$ cat config.mk
export PLATFORM = sky130hd
export DESIGN_NAME = sdcmd_engine
export DESIGN_NICKNAME = d
export VERILOG_FILES = /design/src/rtl/sdcmd_pkg.sv /design/src/rtl/sdcmd_decode.sv /design/src/rtl/sdcmd_rfsh_timer.sv /design/src/rtl/sdcmd_pin_drive.sv /design/src/rtl/sdcmd_engine.sv
export SDC_FILE = /design/constraint.sdc
export NUM_CORES = 1
export LEC_CHECK = 0
export ABC_AREA = 1
export BUFFER_PORTS_ARGS = -buffer_cell sky130_fd_sc_hd__buf_4
export CAP_MARGIN = 20
export CORE_MARGIN = 2
export CORE_UTILIZATION = 50
export DETAILED_ROUTE_END_ITERATION = 8
export PLACE_DENSITY = 0.76
export SLEW_MARGIN = 20
export SYNTH_ARGS = -nofsm -noshare
export SYNTH_HDL_FRONTEND = slang
export SYNTH_HIERARCHICAL = 1
export SYNTH_SLANG_ARGS = --single-unit
$ cat constraint.sdc
create_clock -name clk -period 6.3 [get_ports clk]
set_input_delay 0.63 -clock clk [delete_from_list [all_inputs] [get_ports clk]]
set_output_delay 0.63 -clock clk [all_outputs]
set_load 0.02 [all_outputs]
$ cat src/rtl/sdcmd_pkg.sv
package sdcmd_pkg;

    typedef enum logic [2:0] {
        MC_NORMAL    = 3'd0,
        MC_CKE_ON    = 3'd1,
        MC_PRE_ALL   = 3'd2,
        MC_AUTO_REF  = 3'd3,
        MC_LOAD_MODE = 3'd4,
        MC_SELF_REF  = 3'd5,
        MC_PWR_DN    = 3'd6,
        MC_RSVD      = 3'd7
    } mode_e;

    typedef enum logic [1:0] {
        S_IDLE,
        S_ISSUE,
        S_GAP,
        S_TREF
    } state_e;

    typedef struct packed {
        logic [1:0] cs_n;
        logic       ras_n;
        logic       cas_n;
        logic       we_n;
    } pins_t;

    localparam int BANK1_BIT   = 4;
    localparam int BANK2_BIT   = 3;
    localparam int REP_LSB     = 5;
    localparam int REP_W       = 4;
    localparam int PAYLOAD_LSB = 9;
    localparam int BUSY_BIT    = 5;
    localparam int A10_BIT     = 10;

endpackage

$ cat src/rtl/sdcmd_decode.sv
module sdcmd_decode
    import sdcmd_pkg::*;
#(
    parameter int ADDR_W = 13
) (
    input  logic [31:0]       word,
    output mode_e             mode,
    output logic [1:0]        banks,
    output logic [REP_W-1:0]  reps,
    output logic [ADDR_W-1:0] payload,
    output logic              valid
);
    localparam int TOP_USED = PAYLOAD_LSB + ADDR_W;

    logic unused_hi;
    assign unused_hi = ^word[31:TOP_USED];

    always_comb begin
        mode    = mode_e'(word[2:0]);
        banks   = {word[BANK2_BIT], word[BANK1_BIT]};
        reps    = word[REP_LSB +: REP_W];
        payload = word[PAYLOAD_LSB +: ADDR_W];
        valid   = (mode != MC_RSVD) && (banks != 2'b00);
    end
endmodule

$ cat src/rtl/sdcmd_rfsh_timer.sv
module sdcmd_rfsh_timer #(
    parameter int RT_W       = 14,
    parameter int RT_DEFAULT = 8196
) (
    input  logic        clk,
    input  logic        rst_n,
    input  logic        load,
    input  logic [31:0] word,
    input  logic        run,
    input  logic        restart,
    input  logic        ack,
    output logic        due
);
    localparam logic [RT_W-1:0] RESET_VAL = RT_DEFAULT[RT_W-1:0];

    logic [RT_W-1:0] reload_q;
    logic [RT_W-1:0] cnt_q;
    logic            tick;
    logic            unused_lo;

    assign unused_lo = ^{word[31:RT_W+1], word[0]};
    assign tick      = run && (cnt_q == '0);

    always_ff @(posedge clk or negedge rst_n) begin
        if (!rst_n) begin
            reload_q <= RESET_VAL;
            cnt_q    <= RESET_VAL;
            due      <= 1'b0;
        end else begin
            if (load) begin
                reload_q <= word[RT_W:1];
                cnt_q    <= word[RT_W:1];
            end else if (restart) begin
                cnt_q <= reload_q;
            end else if (run) begin
                cnt_q <= tick ? reload_q : cnt_q - 1'b1;
            end
            due <= run && ((due && !ack) || tick);
        end
    end

    // a stopped timer never leaves a refresh pending
    a_r11_no_due_stopped: assert property (@(posedge clk) disable iff (!rst_n)
        !run |=> !due);
endmodule

$ cat src/rtl/sdcmd_pin_drive.sv
module sdcmd_pin_drive
    import sdcmd_pkg::*;
#(
    parameter int ADDR_W = 13
) (
    input  state_e            state,
    input  mode_e             mode,
    input  logic [1:0]        banks,
    input  logic [1:0]        ref_mask,
    input  logic [ADDR_W-1:0] payload,
    output pins_t             pins,
    output logic [ADDR_W-1:0] addr
);
    always_comb begin
        pins = '{cs_n: 2'b11, ras_n: 1'b1, cas_n: 1'b1, we_n: 1'b1};
        addr = '0;
        unique case (state)
            S_ISSUE: begin
                unique case (mode)
                    MC_PRE_ALL: begin
                        pins.cs_n     = ~banks;
                        pins.ras_n    = 1'b0;
                        pins.we_n     = 1'b0;
                        addr[A10_BIT] = 1'b1;
                    end
                    MC_AUTO_REF, MC_SELF_REF: begin
                        pins.cs_n  = ~banks;
                        pins.ras_n = 1'b0;
                        pins.cas_n = 1'b0;
                    end
                    MC_LOAD_MODE: begin
                        pins.cs_n  = ~banks;
                        pins.ras_n = 1'b0;
                        pins.cas_n = 1'b0;
                        pins.we_n  = 1'b0;
                        addr       = payload;
                    end
                    default: ;
                endcase
            end
            S_TREF: begin
                pins.cs_n  = ~ref_mask;
                pins.ras_n = 1'b0;
                pins.cas_n = 1'b0;
            end
            default: ;
        endcase
    end
endmodule

$ cat src/rtl/sdcmd_engine.sv
module sdcmd_engine
    import sdcmd_pkg::*;
#(
    parameter int ADDR_W     = 13,
    parameter int TRC_W      = 4,
    parameter int RT_W       = 14,
    parameter int RT_DEFAULT = 8196
) (
    input  logic              clk,
    input  logic              rst_n,
    input  logic              cmd_wr,
    input  logic [31:0]       cmd_word,
    input  logic              rfsh_wr,
    input  logic [31:0]       rfsh_word,
    input  logic [TRC_W-1:0]  trc_cycles,
    output logic [7:0]        stat_o,
    output logic              cke_o,
    output logic [1:0]        cs_n_o,
    output logic              ras_n_o,
    output logic              cas_n_o,
    output logic              we_n_o,
    output logic [ADDR_W-1:0] addr_o
);
    state_e             state_q, state_d;
    mode_e              dec_mode, cur_mode;
    logic [1:0]         dec_banks, cur_banks, ref_mask;
    logic [REP_W-1:0]   dec_reps, rep_left;
    logic [ADDR_W-1:0]  dec_payload, cur_payload;
    logic               dec_valid;
    logic [TRC_W-1:0]   gap_cnt;
    logic               normal_on, ref_due, acc, take_ref, busy;
    pins_t              pins;

    sdcmd_decode #(.ADDR_W(ADDR_W)) dec_i (
        .word(cmd_word), .mode(dec_mode), .banks(dec_banks),
        .reps(dec_reps), .payload(dec_payload), .valid(dec_valid)
    );

    sdcmd_rfsh_timer #(.RT_W(RT_W), .RT_DEFAULT(RT_DEFAULT)) tmr_i (
        .clk(clk), .rst_n(rst_n), .load(rfsh_wr), .word(rfsh_word),
        .run(normal_on), .restart(acc && dec_mode == MC_NORMAL),
        .ack(take_ref), .due(ref_due)
    );

    assign acc      = (state_q == S_IDLE) && cmd_wr && dec_valid;
    assign take_ref = (state_q == S_IDLE) && !acc && ref_due;
    assign busy     = (state_q != S_IDLE);

    // next-state logic
    always_comb begin
        state_d = state_q;
        unique case (state_q)
            S_IDLE: begin
                if (acc)           state_d = S_ISSUE;
                else if (take_ref) state_d = S_TREF;
            end
            S_ISSUE: begin
                if (cur_mode == MC_AUTO_REF && rep_left != '0) state_d = S_GAP;
                else                                             state_d = S_IDLE;
            end
            S_GAP:   if (gap_cnt <= 1) state_d = S_ISSUE;
            S_TREF:  state_d = S_IDLE;
            default: state_d = S_IDLE;
        endcase
    end

    // state register
    always_ff @(posedge clk or negedge rst_n) begin
        if (!rst_n) state_q <= S_IDLE;
        else        state_q <= state_d;
    end

    // command context, repeat and spacing counters, CKE and normal mode
    always_ff @(posedge clk or negedge rst_n) begin
        if (!rst_n) begin
            cur_mode    <= MC_NORMAL;
            cur_banks   <= 2'b00;
            cur_payload <= '0;
            rep_left    <= '0;
            gap_cnt     <= '0;
            cke_o       <= 1'b0;
            normal_on   <= 1'b0;
            ref_mask    <= 2'b00;
        end else begin
            if (acc) begin
                cur_mode    <= dec_mode;
                cur_banks   <= dec_banks;
                cur_payload <= dec_payload;
                rep_left    <= dec_reps;
                unique case (dec_mode)
                    MC_NORMAL: begin
                        normal_on <= 1'b1;
                        ref_mask  <= dec_banks;
                    end
                    MC_CKE_ON: cke_o <= 1'b1;
                    MC_SELF_REF, MC_PWR_DN: begin
                        cke_o     <= 1'b0;
                        normal_on <= 1'b0;
                    end
                    default: ;
                endcase
            end
            if (state_q == S_ISSUE && state_d == S_GAP) gap_cnt <= trc_cycles;
            if (state_q == S_GAP) begin
                if (gap_cnt <= 1) rep_left <= rep_left - 1'b1;
                else              gap_cnt  <= gap_cnt - 1'b1;
            end
        end
    end

    // outputs
    sdcmd_pin_drive #(.ADDR_W(ADDR_W)) drv_i (
        .state(state_q), .mode(cur_mode), .banks(cur_banks),
        .ref_mask(ref_mask), .payload(cur_payload), .pins(pins), .addr(addr_o)
    );

    always_comb begin
        stat_o           = '0;
        stat_o[BUSY_BIT] = busy;
        cs_n_o           = pins.cs_n;
        ras_n_o          = pins.ras_n;
        cas_n_o          = pins.cas_n;
        we_n_o           = pins.we_n;
    end

    a_r7_reserved_ignored: assert property (@(posedge clk) disable iff (!rst_n)
        (state_q == S_IDLE && cmd_wr && cmd_word[2:0] == 3'd7 && !ref_due) |=> !stat_o[BUSY_BIT]);

    a_r7_nobank_ignored: assert property (@(posedge clk) disable iff (!rst_n)
        (state_q == S_IDLE && cmd_wr && cmd_word[4:3] == 2'b00 && !ref_due) |=> !stat_o[BUSY_BIT]);

    a_r3_pre_a10: assert property (@(posedge clk) disable iff (!rst_n)
        (!ras_n_o && cas_n_o && !we_n_o) |-> addr_o[A10_BIT]);

    a_r8_cke_rise: assert property (@(posedge clk) disable iff (!rst_n)
        $rose(cke_o) |-> $past(cmd_wr && cmd_word[2:0] == 3'd1));

    a_r2_cs_when_busy: assert property (@(posedge clk) disable iff (!rst_n)
        (cs_n_o != 2'b11) |-> stat_o[BUSY_BIT]);

    a_r5_gap_nop: assert property (@(posedge clk) disable iff (!rst_n)
        (state_q == S_GAP) |-> (cs_n_o == 2'b11 && ras_n_o && cas_n_o && we_n_o));
endmodule

# Word-level counts from Yosys, hierarchy flattened
# Index checks and enable logic that the tools add are counted.
[op_classes] add_sub_neg=3 n_lt_le_gt_ge=1 eq_ne=12 n_mux=26 bitwise=2 n_reduce_logical=30
[ops] op="$mux W14" n=4
[ops] op="$mux W4" n=6
[ops] op="$logic_not A14 Y1" n=1
[ops] op="$sub A14 B1 Y14 const B" n=1
[ops] op="$mux W13" n=1
[ops] op="$eq A3 B3 Y1 const B" n=4
[ops] op="$logic_and A1 B1 Y1" n=11
[ops] op="$mux W10" n=1
[ops] op="$mux W2" n=5
[ops] op="$pmux W2 S4" n=1
[ops] op="$pmux W4 S2" n=1
[ops] op="$reduce_bool A2 Y1" n=4
[ops] op="$sub A4 B1 Y4 const B" n=2
[ops] op="$eq A2 B2 Y1 const B" n=3
[ops] op="$eq A3 B2 Y1 const B" n=2
[ops] op="$pmux W1 S2" n=3
[ops] op="$reduce_and A2 Y1" n=3
[ops] op="$le A4 B1 Y1 const B" n=1
[ops] op="$not A2 Y2" n=2
[ops] op="$reduce_bool A4 Y1" n=1
[ops] op="$reduce_or A2 Y1" n=2
[ops] op="$reduce_or A4 Y1" n=1
[ops] op="$eq A3 B1 Y1 const B" n=1
[ops] op="$logic_not A3 Y1" n=1
[ops] op="other kinds (9)" n=12
[totals] register_bits=61 in_bits=72 output_inout_bits=27 word_cells=86

# Depth between registers and ports, before layout
[logic_depth] depth_word=14 ltp_mapped=16 mapped_depth_nobuf=15

# Hierarchy
# Netlist, hierarchy kept.
[by_module_without_submodules] module="sdcmd_rfsh_timer" n_inst=1 cells_each=255 area_per_inst_um2=1819.2 seq_area_each_um2=730.7
[by_module_without_submodules] module="sdcmd_engine" n_inst=1 cells_each=197 area_per_inst_um2=1591.5 seq_area_each_um2=800.8
[by_module_without_submodules] module="sdcmd_pin_drive" n_inst=1 cells_each=59 area_per_inst_um2=301.5 seq_area_each_um2=0.0
[by_module_without_submodules] module="sdcmd_decode" n_inst=1 cells_each=28 area_per_inst_um2=188.9 seq_area_each_um2=0.0

# Worst setup path before layout
# OpenSTA, ideal clock, no wires.
[synth_timing] path_kind="input-to-reg" from="input cmd_word[4]" to="register tmr_i.cnt_q[1]" setup_time_ns=0.073 t_arrival_ns=2.140 t_required_ns=6.227 slack_ns=4.087 cell_stages=13 path_buffers=2 path_cell_list="inv_1 -> nand2_1 -> nand2_1 -> inv_1 -> nand2_1 -> nor2_2 -> buf_4 -> nand2_2 -> inv_1 -> nor3_1 -> clkbuf_1 -> a21oi_1 -> a21oi_2"
[synth_via] elab_chain_len=6 word_cells_on_any_way=7 classes_between="2 x mux; 5 x reduce/logical"
[synth_lines] item="start: declaration" line_no="sdcmd_engine.sv:12" rtl="input logic [31:0] cmd_word,"
[synth_lines] item="$reduce_bool A2 Y1 *" line_no="sdcmd_decode.sv:23" rtl="valid = (mode != MC_RSVD) && (banks != 2'b00);"
[synth_lines] item="$logic_and A1 B1 Y1 *" line_no="sdcmd_decode.sv:23"
[synth_lines] item="named net dec_valid" line_no="sdcmd_engine.sv:29" rtl="logic dec_valid;"
[synth_lines] item="$logic_and A1 B1 Y1 *" line_no="sdcmd_engine.sv:45" rtl="assign acc = (state_q == S_IDLE) && cmd_wr && dec_valid;"
[synth_lines] item="$logic_and A1 B1 Y1 *" line_no="sdcmd_engine.sv:41" rtl=".run(normal_on), .restart(acc && dec_mode == MC_NORMAL),"
[synth_lines] item="$mux W14" line_no="sdcmd_rfsh_timer.sv:33" rtl="end else if (restart) begin"
[synth_lines] item="$mux W14" line_no="sdcmd_rfsh_timer.sv:30" rtl="if (load) begin"
[synth_lines] item="end signal: assignment" line_no="sdcmd_rfsh_timer.sv:32" rtl="cnt_q <= word[RT_W:1];"
[synth_lines] item="end signal: assignment" line_no="sdcmd_rfsh_timer.sv:34" rtl="cnt_q <= reload_q;"
[synth_lines] item="end signal: assignment" line_no="sdcmd_rfsh_timer.sv:36" rtl="cnt_q <= tick ? reload_q : cnt_q - 1'b1;"
[synth_lines] item="end: declaration" line_no="sdcmd_rfsh_timer.sv:17" rtl="logic [RT_W-1:0] cnt_q;"
# Mark *: on every way through the listed nets, which the timed path passes. The rest lies on a longest branch.
# A chain may end at the register's enable or synchronous reset.

# Final worst setup path
[layout_timing] from="input cmd_word[2]" to="register tmr_i.cnt_q[8]"
[layout_via] elab_chain_len=6 word_cells_on_any_way=8 classes_between="1 x eq/ne; 2 x mux; 5 x reduce/logical"
[layout_lines] item="$ne A3 B3 Y1 *" line_no="sdcmd_decode.sv:23"
[layout_lines] item="$logic_and A1 B1 Y1 *" line_no="sdcmd_decode.sv:23"
[layout_lines] item="named net dec_valid" line_no="sdcmd_engine.sv:29"
[layout_lines] item="$logic_and A1 B1 Y1 *" line_no="sdcmd_engine.sv:45"
[layout_lines] item="$logic_and A1 B1 Y1 *" line_no="sdcmd_engine.sv:41"
[layout_lines] item="$mux W14" line_no="sdcmd_rfsh_timer.sv:33"
[layout_lines] item="$mux W14" line_no="sdcmd_rfsh_timer.sv:30"
# Marks and branches as above.

==> impl_metrics.yaml <==
die:
  dieArea_um2: 8525
  io_pins: 99
  core_um2: 7647
  initial_utilization: 0.5101
  die_y_um: 92.33
  num_rows: 32
  fp.dieW_um: 92.33
pwr:
  irDropWorstVdd_v: 0.0001622
  leakagePower_nw: 2.343
  p_per_area_nw_per_um2: 319.9
  finalPower_mw: 1.423
route:
  dr.first_iter.drc_count: 181
  dr.pass1.iters: 5
  wl_um: 8251
  ant_nets: 0
  num_vias: 3389
  vias_per_cell: 4.962
  drc: 0
  wl_per_cell_um: 12.08
sta:
  hold_slack_ps: 359.4
  setup_ws_ps: 3486
  final.min_clock_period_ps: 2814
  hold_violations: 0
  finalClockSkew_ps: 6.623
  worst_pin_slew_ps: 884.4
  drv_slew: 0
  setup_viol: 0
  tns_ps: 0
  finalCritPeriodShare: 0.4466
  fmax_ghz: 0.3554
  grt_setup_unrepaired: "false"
  slew_headroom: 0.4098
clock_network:
  post_cts_buffers: 0
  root_buffer: "clkbuf_8"
  cts-resized-gates: 0
  path_clk_slew_ps: 70
  numCtsBuffers: 9
  cts_htree_levels: 3
  clock_latency_ps: 340
  cts_tree: "done"
  clockBufferDepth: 2
  cts-hold-fix-buffers: 0
  cts_sinks: 61
global_routing:
  grt-ovfl-total: 0
  antenna_found_initial: 0
  grt_first_pass_wirelength_um: 13940
  grt_pass1_vias: 3208
  grt_usage: 0.2022
  grt_max_degree: 62
critical_path:
  worstPathArrival_ps: 3050
  startpoint: "cmd_word[2]"
  critPathMaxFanout: 21
  r2r_setup_slack_ps: 3560
  reg2reg_depth: 10
  crit_end: "tmr_i/cnt_q[8]"
  cp.required_ps: 6530
  crit-reg2reg-launch: "state_q[0]"
  rr_endpoint: "tmr_i/cnt_q[8]"
  crit_path_end_kind: "register"
  crit_path_start_kind: "input pin"
  crit_type: "in2reg"
final_layout:
  design_area_um2: 4448
  fillCellCount: 694
  area_delta_synth_final_pct: 14.02
  drive_above_1_share: 0.2289
  diodes: 0
  final_cell_mix: "nand2_1, buf_4, dfrtp_1, inv_1, nor2_1"
  utilization: 0.5816
  final_common_cell: "nand2_1"
  final_nets: 652
  final_cells: 683
placed_design:
  routabilityCongestion: 0.8921
  dp.cells: 667
  hpwlAfterDp_um: 5576
  pre_cts_ws_ps: 3197
  post_dp_cell_area_um2: 4202
  portBuffers: 63
yosys:
  synth_top_area_frac: 0.3656
  netlist_instances: 539
  ys_warn_count: 6
  synth_area_per_cell_um2: 7.238
  syn-cell-area_um2: 3901
  seq_area_frac_synth: 0.3926
  synth_area_leaders: "dfrtp_1, nand2_1, buf_4"
  ys_types: 38
  ys_seq_elements: 61
  yosysTopAreaCell: "dfrtp_1"
worst_hold_path:
  hold_class: "in2async"
job:
  maxCapViolCount: 0
status:
  outcome: "finished clean"
layout make-up:
cell class                      instances  area [um^2]  share of cell area
Inverter                               60        225.2             0.05063
Timing Repair Buffer                   64        480.5              0.1080
Clock buffer                            9        123.9             0.02785
Clock inverter                          7        122.6             0.02757
Multi-Input combinational cell        380         1837              0.4129
Sequential cell                        61         1531              0.3443
Tap cell                              102        127.6             0.02869
critical path: stages:
cell,delay [ps]
buf_4,130
nand3_1,80
nand2_1,70
inv_1,110
nand2_1,90
nor2_2,700
nand2_2,200
inv_1,130
inv_1,260
nand3_1,380
nor2_1,80
nor2_1,130
nor2_1,50
cell families after synthesis:
family	count (synthesis)	synth area share
AOI/OAI and AO/OA	46	0.06478
xor gates and xnor gates	7	0.01572
adders and majority gates	4	0.01283
buffers and inverters	104	0.1424
DFF	61	0.3926
other	1	0.0009612
and+or+nand+nor	316	0.3708
cell usage after synthesis:
master	n
buf_4	33
nand2_4	2
nand2_2	12
a21oi_1	15
nor2_1	46
and2_1	1
nand3_2	10
or2_1	1
clkbuf_1	4
nand4_1	4
nand2_1	177
xor2_1	4
inv_1	56
dfstp_2	4
a31oi_1	1
nand3_4	1
xnor2_1	3
inv_2	3
nand3_1	43
nor3b_1	1
nand3b_4	1
clkbuf_4	1
dfrtp_1	57
clkbuf_8	1
a21oi_2	4
conb_1	1
buf_2	3
buf_12	1
o22ai_1	2
ha_1	4
nor3_1	2
o21ai_2	1
o21ai_0	13
clkinv_1	1
nor2_2	13
nor2_4	2
buf_6	1
o21ai_1	10
worst min path at each step:
stage	startpoint	end	slack [ps]	cells past startpoint
after floorplan	rst_n	cke_o	330	0
after global placement	tmr_i/reload_q[10]	tmr_i/reload_q[10]	450	2
after detailed placement	tmr_i/reload_q[9]	tmr_i/reload_q[9]	460	2
after CTS	rst_n	gap_cnt[2]	390	1
after global routing	rst_n	rep_left[3]	410	1
final	rst_n	rep_left[3]	360	1
registers in the layout (all words and copies together), names as in the netlist:
name,flops
cur_mode,3
tmr_i/reload_q,14
state_q,2
tmr_i/due,1
gap_cnt,4
cur_payload,13
tmr_i/cnt_q,14
cke_o,1
rep_left,4
ref_mask,2
cur_banks,2
normal_on,1
layer usage:
metal / global-route usage / up-vias / part of all wire
li1: - / 1715 / -
met3: 0.05207 / 8 / 0.060
met2: 0.3279 / 96 / 0.47
met5: 0 / - / 0
met4: 0.07214 / 0 / 0.012
met1: 0.2624 / 1570 / 0.46
power breakdown:
part           switching, mW  leakage (nW)  internal, mW
sequential            0.0806         0.736         0.484
combinational          0.259          1.49         0.169
clock                  0.166         0.116         0.264
total                  0.505          2.34         0.917
Note: power is estimated with default switching activity, not from simulation.
